`src/rtl/svc_wdog_pkg.sv`:
```
package svc_wdog_pkg;
   // register addresses
   localparam int unsigned ADR_CTRL  = 0;
   localparam int unsigned ADR_SVC   = 1;
   localparam int unsigned ADR_RSTAT = 2;

   // service keys: arm first, then fire
   localparam logic [7:0] KEY_ARM  = 8'h55;
   localparam logic [7:0] KEY_FIRE = 8'hAA;

   // control register bit positions
   localparam int unsigned CB_EN      = 0;
   localparam int unsigned CB_ACT_RST = 1;
   localparam int unsigned CB_ESC     = 2;
   localparam int unsigned CB_SEL_LSB = 3;
   localparam int unsigned CB_FLAG    = 7;

   // reset-status bit positions
   localparam int unsigned SB_CAUSE = 0;

   typedef enum logic {ACT_IRQ = 1'b0, ACT_RESET = 1'b1} wdog_act_e;
endpackage

```
`src/rtl/wdog_keyseq.sv`:
```
module wdog_keyseq #(
   parameter int unsigned DATA_W = 8
) (
   input  logic              clk,
   input  logic              rst_n,
   input  logic              svc_wr,
   input  logic [DATA_W-1:0] wdata,
   output logic              svc_hit
);
   import svc_wdog_pkg::*;

   localparam logic [DATA_W-1:0] ARM_V  = DATA_W'(KEY_ARM);
   localparam logic [DATA_W-1:0] FIRE_V = DATA_W'(KEY_FIRE);

   logic armed_q;
   logic is_arm;
   logic is_fire;

   always_comb begin
      is_arm  = (wdata == ARM_V);
      is_fire = (wdata == FIRE_V);
      svc_hit = svc_wr && armed_q && is_fire;
   end

   // every service write re-decides the armed state: only 0x55 leaves it set
   always_ff @(posedge clk or negedge rst_n) begin
      if (!rst_n) begin
         armed_q <= 1'b0;
      end else if (svc_wr) begin
         armed_q <= is_arm;
      end
   end
endmodule

```
`src/rtl/wdog_count.sv`:
```
module wdog_count #(
   parameter int unsigned SEL_W    = 3,
   parameter int unsigned BASE_EXP = 9,
   parameter int unsigned EXP_STEP = 2
) (
   input  logic             clk,
   input  logic             rst_n,
   input  logic             en,
   input  logic             tick,
   input  logic             restart,
   input  logic [SEL_W-1:0] sel,
   output logic             expire
);
   localparam int unsigned NPER  = 1 << SEL_W;
   localparam int unsigned MAX_E = BASE_EXP + EXP_STEP * (NPER - 1);
   localparam int unsigned CNT_W = (MAX_E < 1) ? 1 : MAX_E;

   logic [CNT_W-1:0] lim_tab [NPER];
   logic [CNT_W-1:0] cnt_q;
   logic [CNT_W-1:0] lim;

   // one terminal count per period select, built at elaboration
   for (genvar n = 0; n < NPER; n++) begin : g_lim
      localparam int unsigned EXP_N = BASE_EXP + EXP_STEP * n;
      assign lim_tab[n] = CNT_W'((64'd1 << EXP_N) - 64'd1);
   end

   always_comb begin
      lim    = lim_tab[sel];
      // >= so a shortened period still expires on the next tick
      expire = en && tick && !restart && (cnt_q >= lim);
   end

   always_ff @(posedge clk or negedge rst_n) begin
      if (!rst_n) begin
         cnt_q <= '0;
      end else if (restart) begin
         cnt_q <= '0;
      end else if (en && tick) begin
         cnt_q <= expire ? '0 : cnt_q + 1'b1;
      end
   end
endmodule

```
`src/rtl/wdog_escalate.sv`:
```
module wdog_escalate (
   input  logic clk,
   input  logic rst_n,
   input  logic expire,
   input  logic act_rst,
   input  logic esc_en,
   input  logic ack,
   input  logic svc,
   input  logic flag_clr,
   input  logic cause_clr,
   output logic irq,
   output logic rst_req,
   output logic fack,
   output logic fack_flag,
   output logic rst_cause
);
   logic first_to;
   logic second_to;
   logic reset_to;

   always_comb begin
      first_to  = expire && !act_rst && !irq;
      second_to = expire && !act_rst && irq && !ack && esc_en;
      reset_to  = expire && act_rst;
   end

   always_ff @(posedge clk or negedge rst_n) begin
      if (!rst_n) begin
         irq       <= 1'b0;
         rst_req   <= 1'b0;
         fack      <= 1'b0;
         fack_flag <= 1'b0;
         rst_cause <= 1'b0;
      end else begin
         // acknowledge or service withdraws a pending interrupt
         if (irq && (ack || svc)) begin
            irq <= 1'b0;
         end else if (first_to) begin
            irq <= 1'b1;
         end
         fack    <= second_to;
         rst_req <= reset_to;
         // a set in the same cycle as a clear wins
         if (second_to) begin
            fack_flag <= 1'b1;
         end else if (flag_clr) begin
            fack_flag <= 1'b0;
         end
         if (reset_to) begin
            rst_cause <= 1'b1;
         end else if (cause_clr) begin
            rst_cause <= 1'b0;
         end
      end
   end
endmodule

```
`src/rtl/svc_watchdog.sv`:
```
module svc_watchdog #(
   parameter int unsigned ADDR_W   = 2,
   parameter int unsigned DATA_W   = 8,
   parameter int unsigned SEL_W    = 3,
   parameter int unsigned BASE_EXP = 9,
   parameter int unsigned EXP_STEP = 2
) (
   input  logic              clk,
   input  logic              rst_n,
   input  logic              reg_wr,
   input  logic [ADDR_W-1:0] reg_addr,
   input  logic [DATA_W-1:0] reg_wdata,
   output logic [DATA_W-1:0] reg_rdata,
   input  logic              tick_i,
   input  logic              irq_ack_i,
   output logic              irq_o,
   output logic              rst_req_o,
   output logic              fack_o
);
   import svc_wdog_pkg::*;

   localparam int unsigned SEL_MSB = CB_SEL_LSB + SEL_W - 1;

   // elaboration-time parameter checks
   if (DATA_W < 8) begin : g_bad_data
      $error("svc_watchdog: DATA_W must be at least 8");
   end
   if (SEL_W < 1 || SEL_MSB >= CB_FLAG) begin : g_bad_sel
      $error("svc_watchdog: SEL_W must fit below the flag bit");
   end
   if (ADDR_W < 2) begin : g_bad_addr
      $error("svc_watchdog: ADDR_W must be at least 2");
   end
   if (BASE_EXP + EXP_STEP * ((1 << SEL_W) - 1) > 62) begin : g_bad_exp
      $error("svc_watchdog: longest period exceeds 2^62");
   end

   // configuration state
   logic             cfg_en_q;
   wdog_act_e        cfg_act_q;
   logic             cfg_esc_q;
   logic [SEL_W-1:0] cfg_sel_q;

   logic wr_ctrl, wr_svc, wr_rstat;
   logic ctrl_ok;
   logic svc_hit;
   logic expire;
   logic fack_flag;
   logic rst_cause;

   always_comb begin
      wr_ctrl  = reg_wr && (reg_addr == ADDR_W'(ADR_CTRL));
      wr_svc   = reg_wr && (reg_addr == ADDR_W'(ADR_SVC));
      wr_rstat = reg_wr && (reg_addr == ADDR_W'(ADR_RSTAT));
      // control locked while an expiry is pending
      ctrl_ok  = wr_ctrl && !irq_o;
   end

   always_ff @(posedge clk or negedge rst_n) begin
      if (!rst_n) begin
         cfg_en_q  <= 1'b0;
         cfg_act_q <= ACT_IRQ;
         cfg_esc_q <= 1'b0;
         cfg_sel_q <= '0;
      end else if (ctrl_ok) begin
         cfg_en_q  <= reg_wdata[CB_EN];
         cfg_act_q <= wdog_act_e'(reg_wdata[CB_ACT_RST]);
         cfg_esc_q <= reg_wdata[CB_ESC];
         cfg_sel_q <= reg_wdata[SEL_MSB:CB_SEL_LSB];
      end
   end

   wdog_keyseq #(.DATA_W(DATA_W)) u_key (
      .clk     (clk),
      .rst_n   (rst_n),
      .svc_wr  (wr_svc),
      .wdata   (reg_wdata),
      .svc_hit (svc_hit)
   );

   wdog_count #(
      .SEL_W    (SEL_W),
      .BASE_EXP (BASE_EXP),
      .EXP_STEP (EXP_STEP)
   ) u_cnt (
      .clk     (clk),
      .rst_n   (rst_n),
      .en      (cfg_en_q),
      .tick    (tick_i),
      .restart (svc_hit),
      .sel     (cfg_sel_q),
      .expire  (expire)
   );

   wdog_escalate u_esc (
      .clk       (clk),
      .rst_n     (rst_n),
      .expire    (expire),
      .act_rst   (cfg_act_q == ACT_RESET),
      .esc_en    (cfg_esc_q),
      .ack       (irq_ack_i),
      .svc       (svc_hit),
      .flag_clr  (ctrl_ok && reg_wdata[CB_FLAG]),
      .cause_clr (wr_rstat && reg_wdata[SB_CAUSE]),
      .irq       (irq_o),
      .rst_req   (rst_req_o),
      .fack      (fack_o),
      .fack_flag (fack_flag),
      .rst_cause (rst_cause)
   );

   // combinational read mux
   always_comb begin
      reg_rdata = '0;
      if (reg_addr == ADDR_W'(ADR_CTRL)) begin
         reg_rdata[CB_EN]                = cfg_en_q;
         reg_rdata[CB_ACT_RST]           = (cfg_act_q == ACT_RESET);
         reg_rdata[CB_ESC]               = cfg_esc_q;
         reg_rdata[SEL_MSB:CB_SEL_LSB]   = cfg_sel_q;
         reg_rdata[CB_FLAG]              = fack_flag;
      end else if (reg_addr == ADDR_W'(ADR_RSTAT)) begin
         reg_rdata[SB_CAUSE]             = rst_cause;
      end
   end
endmodule


```
`config.mk`:
```
export PLATFORM = sky130hd
export DESIGN_NAME = svc_watchdog
export DESIGN_NICKNAME = d
export VERILOG_FILES = /design/src/rtl/svc_wdog_pkg.sv /design/src/rtl/wdog_keyseq.sv /design/src/rtl/wdog_count.sv /design/src/rtl/wdog_escalate.sv /design/src/rtl/svc_watchdog.sv
export SDC_FILE = /design/constraint.sdc
export NUM_CORES = 1
export LEC_CHECK = 0
export BUFFER_PORTS_ARGS = -buffer_cell sky130_fd_sc_hd__buf_2
export CORE_ASPECT_RATIO = 1.4
export CORE_UTILIZATION = 50
export DETAILED_ROUTE_END_ITERATION = 8
export HOLD_SLACK_MARGIN = 0.12
export PLACE_DENSITY = 0.79
export SYNTH_ARGS = -nofsm -noshare
export SYNTH_HDL_FRONTEND = slang
export SYNTH_SLANG_ARGS = --single-unit
```
`constraint.sdc`:
```
create_clock -name clk -period 2.9 [get_ports clk]
set_clock_uncertainty 0.15 [all_clocks]
set_input_delay 0.29 -clock clk [delete_from_list [all_inputs] [get_ports clk]]
set_output_delay 0.29 -clock clk [all_outputs]
set_load 0.03 [all_outputs]
```
==> summary.txt, run 1 <==
Worst setup path
  • Worst path cell trace: o21ai_0 -> ha_1 -> nand4_1 -> a2111oi_0 -> a211o_1 -> a211oi_4 -> buf_12 -> nand2_4 -> o31ai_1
  • Worst Path Arrival: ~2.8 ns
  • Crit path launch type: flip-flop
  • Critical Path Max Stage Delay: 0.45 ns
  • CP max stage cell: dfrtp_1
  • Critical Path RT: around 3 ns
  • Crit Path Category: reg -> reg
  • Critical path fanouts, max: 38
  • Worst setup EP type: flip-flop

Place
  • DP Wirelength: about 3.9 mm
  • Dpl cells: 320
  • Buffers on Ports: 24
  • Placer Congestion: 0.908

Power and ir drop
  • PwrDens: between 400 and 500 mW/mm²
  • Leak Pwr: 1.11 nW
  • Tot Pwr: 1.17 mW
  • Worst VDD drop: 0.000423 V

Floorplan
  • Die W: 59.4 µm
  • Die Span Y: 82.4 µm
  • Core ar.: 0.00431 mm²
  • Die footprint: 0.00489 mm²
  • Initial Utilization: 0.535
  • Io pins: 26
  • Rows: 28

Timing
  • Max Freq: about 0.37 GHz
  • Tmin final: 2.73 ns
  • Period utilisation layout: 0.940
  • Setup tns final: 0 ns
  • # setup viols final: 0
  • Slew at the pin with the worst max-slew slack: 1.20 ns
  • Final Hold Vio Count: 0
  • Slew Limit Fails: 0
  • RSZ-0062 raised after global routing: false
  • Relative slew margins: 0.195

Global routing
  • GRT Residual Overflow: 0
  • Vias in the first global route: 1905
  • Initial antenna violation count: 0
  • Largest net degree at the start of global routing: 39
  • GRT Overall Usage: 0.242
  • Global-route wire length before repair: 8.87 mm

Synth
  • Most instantiated cells after synthesis: dfrtp_1 (35), nand2_1 (28), a31oi_1 (18)
  • Async set-reset flop share out of synthesis: 1.00
  • Yosys reg bits: 35
  • Post-synth EDFFs: 0
  • Synthesized area: 0.00231 mm²
  • Synth warn: 0
  • Area leader, netlist: dfrtp_1
  • Sequential-to-total area share from yosys stat: 0.380
  • Syn_nets: 269
  • Synthesized area per cell: approximately 9.4 µm²
  • Cell variety after synth: 63
  • Post-synth top flop: dfrtp_1
  • Count leader, synth: dfrtp_1
  • Synth top area cells: dfrtp_1 (38%), a31oi_1 (4.9%), ha_1 (4.9%), nand2_1 (4.6%), nand3_1 (3.3%)
  • Post-synthesis cell count: 245
  • Top cell type's share of synthesized area: 0.380

Route
  • Antenna Nets Post-Route: 0
  • First-pass DRT Iterations: 5
  • Via/cell ratio: approximately 6.2
  • Final WL: 5.51 mm
  • Vias: 2034
  • Drt wl/cell: 16.8 µm
  • # DRC: 0
  • Initial DRC Count: 92

Clock tree
  • Root buf cell: clkbuf_8
  • CTS tree: built
  • CTS Sinks: 35
  • Cts bufs inserted: 5
  • Post-CTS Setup Repair Bufs: 0
  • CTS clock-pin slew for the worst setup and hold paths: 0.06 ns
  • Max clock buf depth: 2
  • Worst skew pair latency: about 0.28 ns
  • H-tree Lvls: 2

Min path
  • Hold Crit Class: in -> reg

Run status
  • Status: finished clean

Finish
  • Top reg by flops: u_cnt.cnt_q
  • NumNets Final: 293
  • Largest register FFs: 23
  • # diodes: 0
  • Biggest regs: u_cnt.cnt_q: 23 flops, cfg_sel_q: 3 flops
  • Final cell count without fillers: 328
  • Area delta synth->final: 10.4%
  • Share of cells above drive strength 1: 0.187
  • Utilization after layout: 0.591

Flow run
  • Max-cap violations: 0
-- where the power goes --
group | leakage, nW | switching [mW] | internal [mW]
combinational | 0.599 | 0.151 | 0.0973
sequential | 0.469 | 0.0669 | 0.538
clock | 0.0371 | 0.161 | 0.160
-- path summary, 6_finish.rpt --
path / depth (start not counted) / to / startpoint / slack [ns]
worst max register to register: 9 / u_cnt.cnt_q[7] / cfg_sel_q[0] / 0.17
worst max-delay path: 9 / u_cnt.cnt_q[7] / cfg_sel_q[0] / 0.17
max in group asynchronous: 2 / cfg_sel_q[1] / rst_n / 1.56
worst min-delay path: 2 / cfg_sel_q[1] / reg_wdata[4] / 0.13
worst min register to register: 2 / u_key.armed_q / u_key.armed_q / 0.34
min in group asynchronous: 2 / cfg_sel_q[2] / rst_n / 0.49
-- cells by family after synthesis --
| group | count (synthesis) | share of synthesized area |
|---|---|---|
| other | 1 | 0.00163 |
| adders and majority gates | 9 | 0.0488 |
| and+or+nand+nor | 118 | 0.310 |
| buffers and inverters | 18 | 0.0488 |
| AOI/OAI and AO/OA | 58 | 0.183 |
| DFF | 35 | 0.380 |
| muxes | 6 | 0.0287 |
-- per-layer routing --
metal  global-route usage  up-vias  part of all wire
met2                0.398       51              0.50
met4                0.117        0             0.024
met3               0.0452       15             0.036
met1                0.303      980              0.44
met5                    0        -                 0
li1                     -      988                 -
-- cell usage in the layout (no fill, tap or decap), types with 4 or more instances in the layout --
cell / instances
a31oi_1: 18
and2_1: 9
buf_2: 24
clkbuf_8: 5
dfrtp_1: 34
ha_1: 9
inv_1: 7
mux2_2: 5
nand2_1: 28
nand3_1: 15
nand3b_1: 8
nand4_1: 9
nand4b_1: 4
nor2_1: 10
nor2b_1: 4
nor3_1: 7
o211ai_1: 4
o21ai_0: 4
or3_1: 4
-- cell type report --
cell class	count	area [µm²]
Inverter	7	26.3
Tap cell	60	75.1
Multi-Input combinational cell	192	1330
Fill cell	373	1760
Clock buffer	6	72.6
Sequential cell	35	877
Timing Repair Buffer	28	168
-- repair_timing --
action,in CTS,in global routing
hold endpoints to repair,36,0
hold buffers,2,0
resized for setup,0,1
endpoints found under the setup margin,0,1
-- worst max-delay path, delay by kind of cell, from the launching register on --
kind / cells / cell delay (ns)
compound gates: 5 / 1.20
flops: 1 / 0.45
fa+ha+maj: 1 / 0.31
simple gates: 2 / 0.26
buf+inv: 1 / 0.24
-- stage by stage --
stage                     setup slack, ns  area (µm²)  hold WS, ns
final                               0.175        2550        0.129
after global routing               0.0175        2550        0.131
after CTS                           0.175        2550        0.125
after detailed placement            0.188        2450        0.279
after global placement              0.311        2450        0.272
after floorplan                     0.457        2310       -0.156
No activity file was read; power rests on OpenSTA's default activity.
==> inputs of run 2 (changes only) <==
Settings changed: BUFFER_PORTS_ARGS -buffer_cell sky130_fd_sc_hd__buf_2 to default, CORE_UTILIZATION 50 to 35, DONT_BUFFER_PORTS from default to 1, PLACE_DENSITY 0.79 to 0.58.
==> summary.txt, run 2 (same netlist as run 1, synthesis figures left out) <==
Finish
  • Final cell count without fillers: 337
  • NumNets Final: roughly 290
  • Area of the multi-input gates: about 0.0013 mm²
  • Largest register FFs: 23
  • Most frequent cells in the layout: dfrtp_1 (34), nand2_1 (28), a31oi_1 (18), nand3_1 (15), dlygate4sd3_1 (15)
  • Top reg by flops: u_cnt.cnt_q
  • Biggest regs: u_cnt.cnt_q: 23 flops, cfg_sel_q: 3 flops
  • Area delta synth->final: 14.4%
  • Number of fill cells: 642
  • Register area: 877 µm²
  • # diodes: 0
  • Share of cells above drive strength 1: 0.128
  • Most common cell after layout, fill and taps aside: dfrtp_1

Timing
  • RSZ-0062 raised after global routing: false
  • Worst hold margin: 0.115 ns
  • # setup viols final: 0
  • Tmin final: 2.62 ns
  • Setup tns final: 0 ns
  • Slew at the pin with the worst max-slew slack: 0.611 ns
  • Period utilisation layout: 0.902
  • Max Freq: 0.382 GHz
  • Slew Limit Fails: 0
  • Final Hold Vio Count: 0
  • Setup WS post-layout: 0.284 ns
  • Relative slew margins: 0.591

Route
  • # DRC: 2
  • Antenna Nets Post-Route: 0
  • First-pass DRT Iterations: 6
  • Initial DRC Count: 59
  • Vias: 2019
  • Via/cell ratio: 5.99
  • Drt wl/cell: 17.0 µm
  • Final WL: 5.72 mm

Worst setup path
  • Critical Path RT: just under 3 ns
  • Reg2reg setup slack: 0.28 ns
  • Worst Path Arrival: 2.65 ns
  • Worst setup EP type: flip-flop
  • Crit path launch type: flip-flop
  • Critical Path Max Stage Delay: about 0.47 ns
  • Critical path fanouts, max: 23
  • Crit Path Category: reg -> reg
  • Worst path cell trace: nand3_1 -> ha_1 -> nand4_1 -> a2111oi_1 -> a211o_1 -> a211oi_4 -> buf_4 -> and4b_1 -> a21o_1
  • CP max stage cell: dfrtp_1

Floorplan
  • Core ar.: around 0.0063 mm²
  • Io pins: 26
  • Rows: 34
  • Die Span Y: just under 100 µm
  • Initial Utilization: 0.366
  • Die W: slightly above 70 µm
  • Die footprint: 0.00693 mm²

Run status
  • Status: finished, violations left
  • Failing checks: DRC

Global routing
  • GRT Residual Overflow: 0
  • Initial antenna violation count: 0
  • Largest net degree at the start of global routing: 36
  • Global-route wire length before repair: 10.1 mm
  • Vias in the first global route: 2064
  • GRT Overall Usage: 0.183

Clock tree
  • CTS clock-pin slew for the worst setup and hold paths: about 0.07 ns
  • CTS Sinks: 35
  • H-tree Lvls: 2
  • Post-CTS Setup Repair Bufs: 0
  • Worst skew pair latency: 0.29 ns
  • Root buf cell: clkbuf_8
  • Cts bufs inserted: 5
  • Max clock buf depth: 2
  • CTS tree: built

Place
  • Placer Congestion: 0.789
  • Buffers on Ports: 0
  • Dpl cells: 313
  • Worst slack at placement: around 0.19 ns
  • DP Wirelength: 4.02 mm

Power and ir drop
  • PwrDens: 458 mW/mm²
  • Worst VDD drop: 0.000314 V
  • Leak Pwr: 1.08 nW

Flow run
  • Max-cap violations: 0

Min path
  • Hold Crit Class: in -> reg
-- run 2: layout make-up --
class	instances	share of cell area
inverters	7	0.00995
clock buffers	6	0.0275
flip-flops and latches	35	0.332
multi-input cells	192	0.507
well taps	72	0.0341
repair buffers	23	0.0844
clock inverters	2	0.00474
-- run 2: through the flow --
stage | total power, mW | area [µm²] | util
floorplan | 0.779 | 2310 | -
finish | 1.21 | 2640 | 0.419
global placement | 0.832 | 2370 | 0.377
CTS | 1.22 | 2630 | 0.418
global route | 1.29 | 2640 | 0.419
detailed placement | 0.834 | 2370 | 0.377
-- run 2: worst max-delay path, delay by kind of cell, from the launching register on --
kind                     cells  cell delay [ns]
adder cells (fa/ha/maj)      1             0.33
AO/OA/AOI/OAI                4             0.71
flip-flops                   1             0.47
buffers and inverters        1             0.28
AND/OR/NAND/NOR              3             0.56
-- run 2: final timing paths --
path | start | end | cells past startpoint
setup / recovery | cfg_sel_q[2] | u_esc.fack_flag | 9
hold / removal | reg_wr | u_key.armed_q | 3
setup reg to reg | cfg_sel_q[2] | u_esc.fack_flag | 9
hold reg to reg | u_esc.fack_flag | u_esc.fack_flag | 1
max in group asynchronous | rst_n | cfg_sel_q[1] | 2
min in group asynchronous | rst_n | u_cnt.cnt_q[22] | 2
-- run 2: where the power goes --
part / internal (mW) / switching, mW
registers: 0.537 / 0.0696
clock network: 0.168 / 0.180
logic: 0.108 / 0.145
total: 0.813 / 0.395
-- run 2: what timing repair did --
item	in CTS	in global routing
hold endpoints to repair	46	0
hold buffers	16	0
resized for setup	0	4
endpoints found under the setup margin	0	26
-- run 2: layer usage --
metal | part of all wire | track usage
met3 | 0.020 | 0.0227
met1 | 0.44 | 0.227
met2 | 0.52 | 0.320
met5 | 0 | 0
met4 | 0.024 | 0.0754
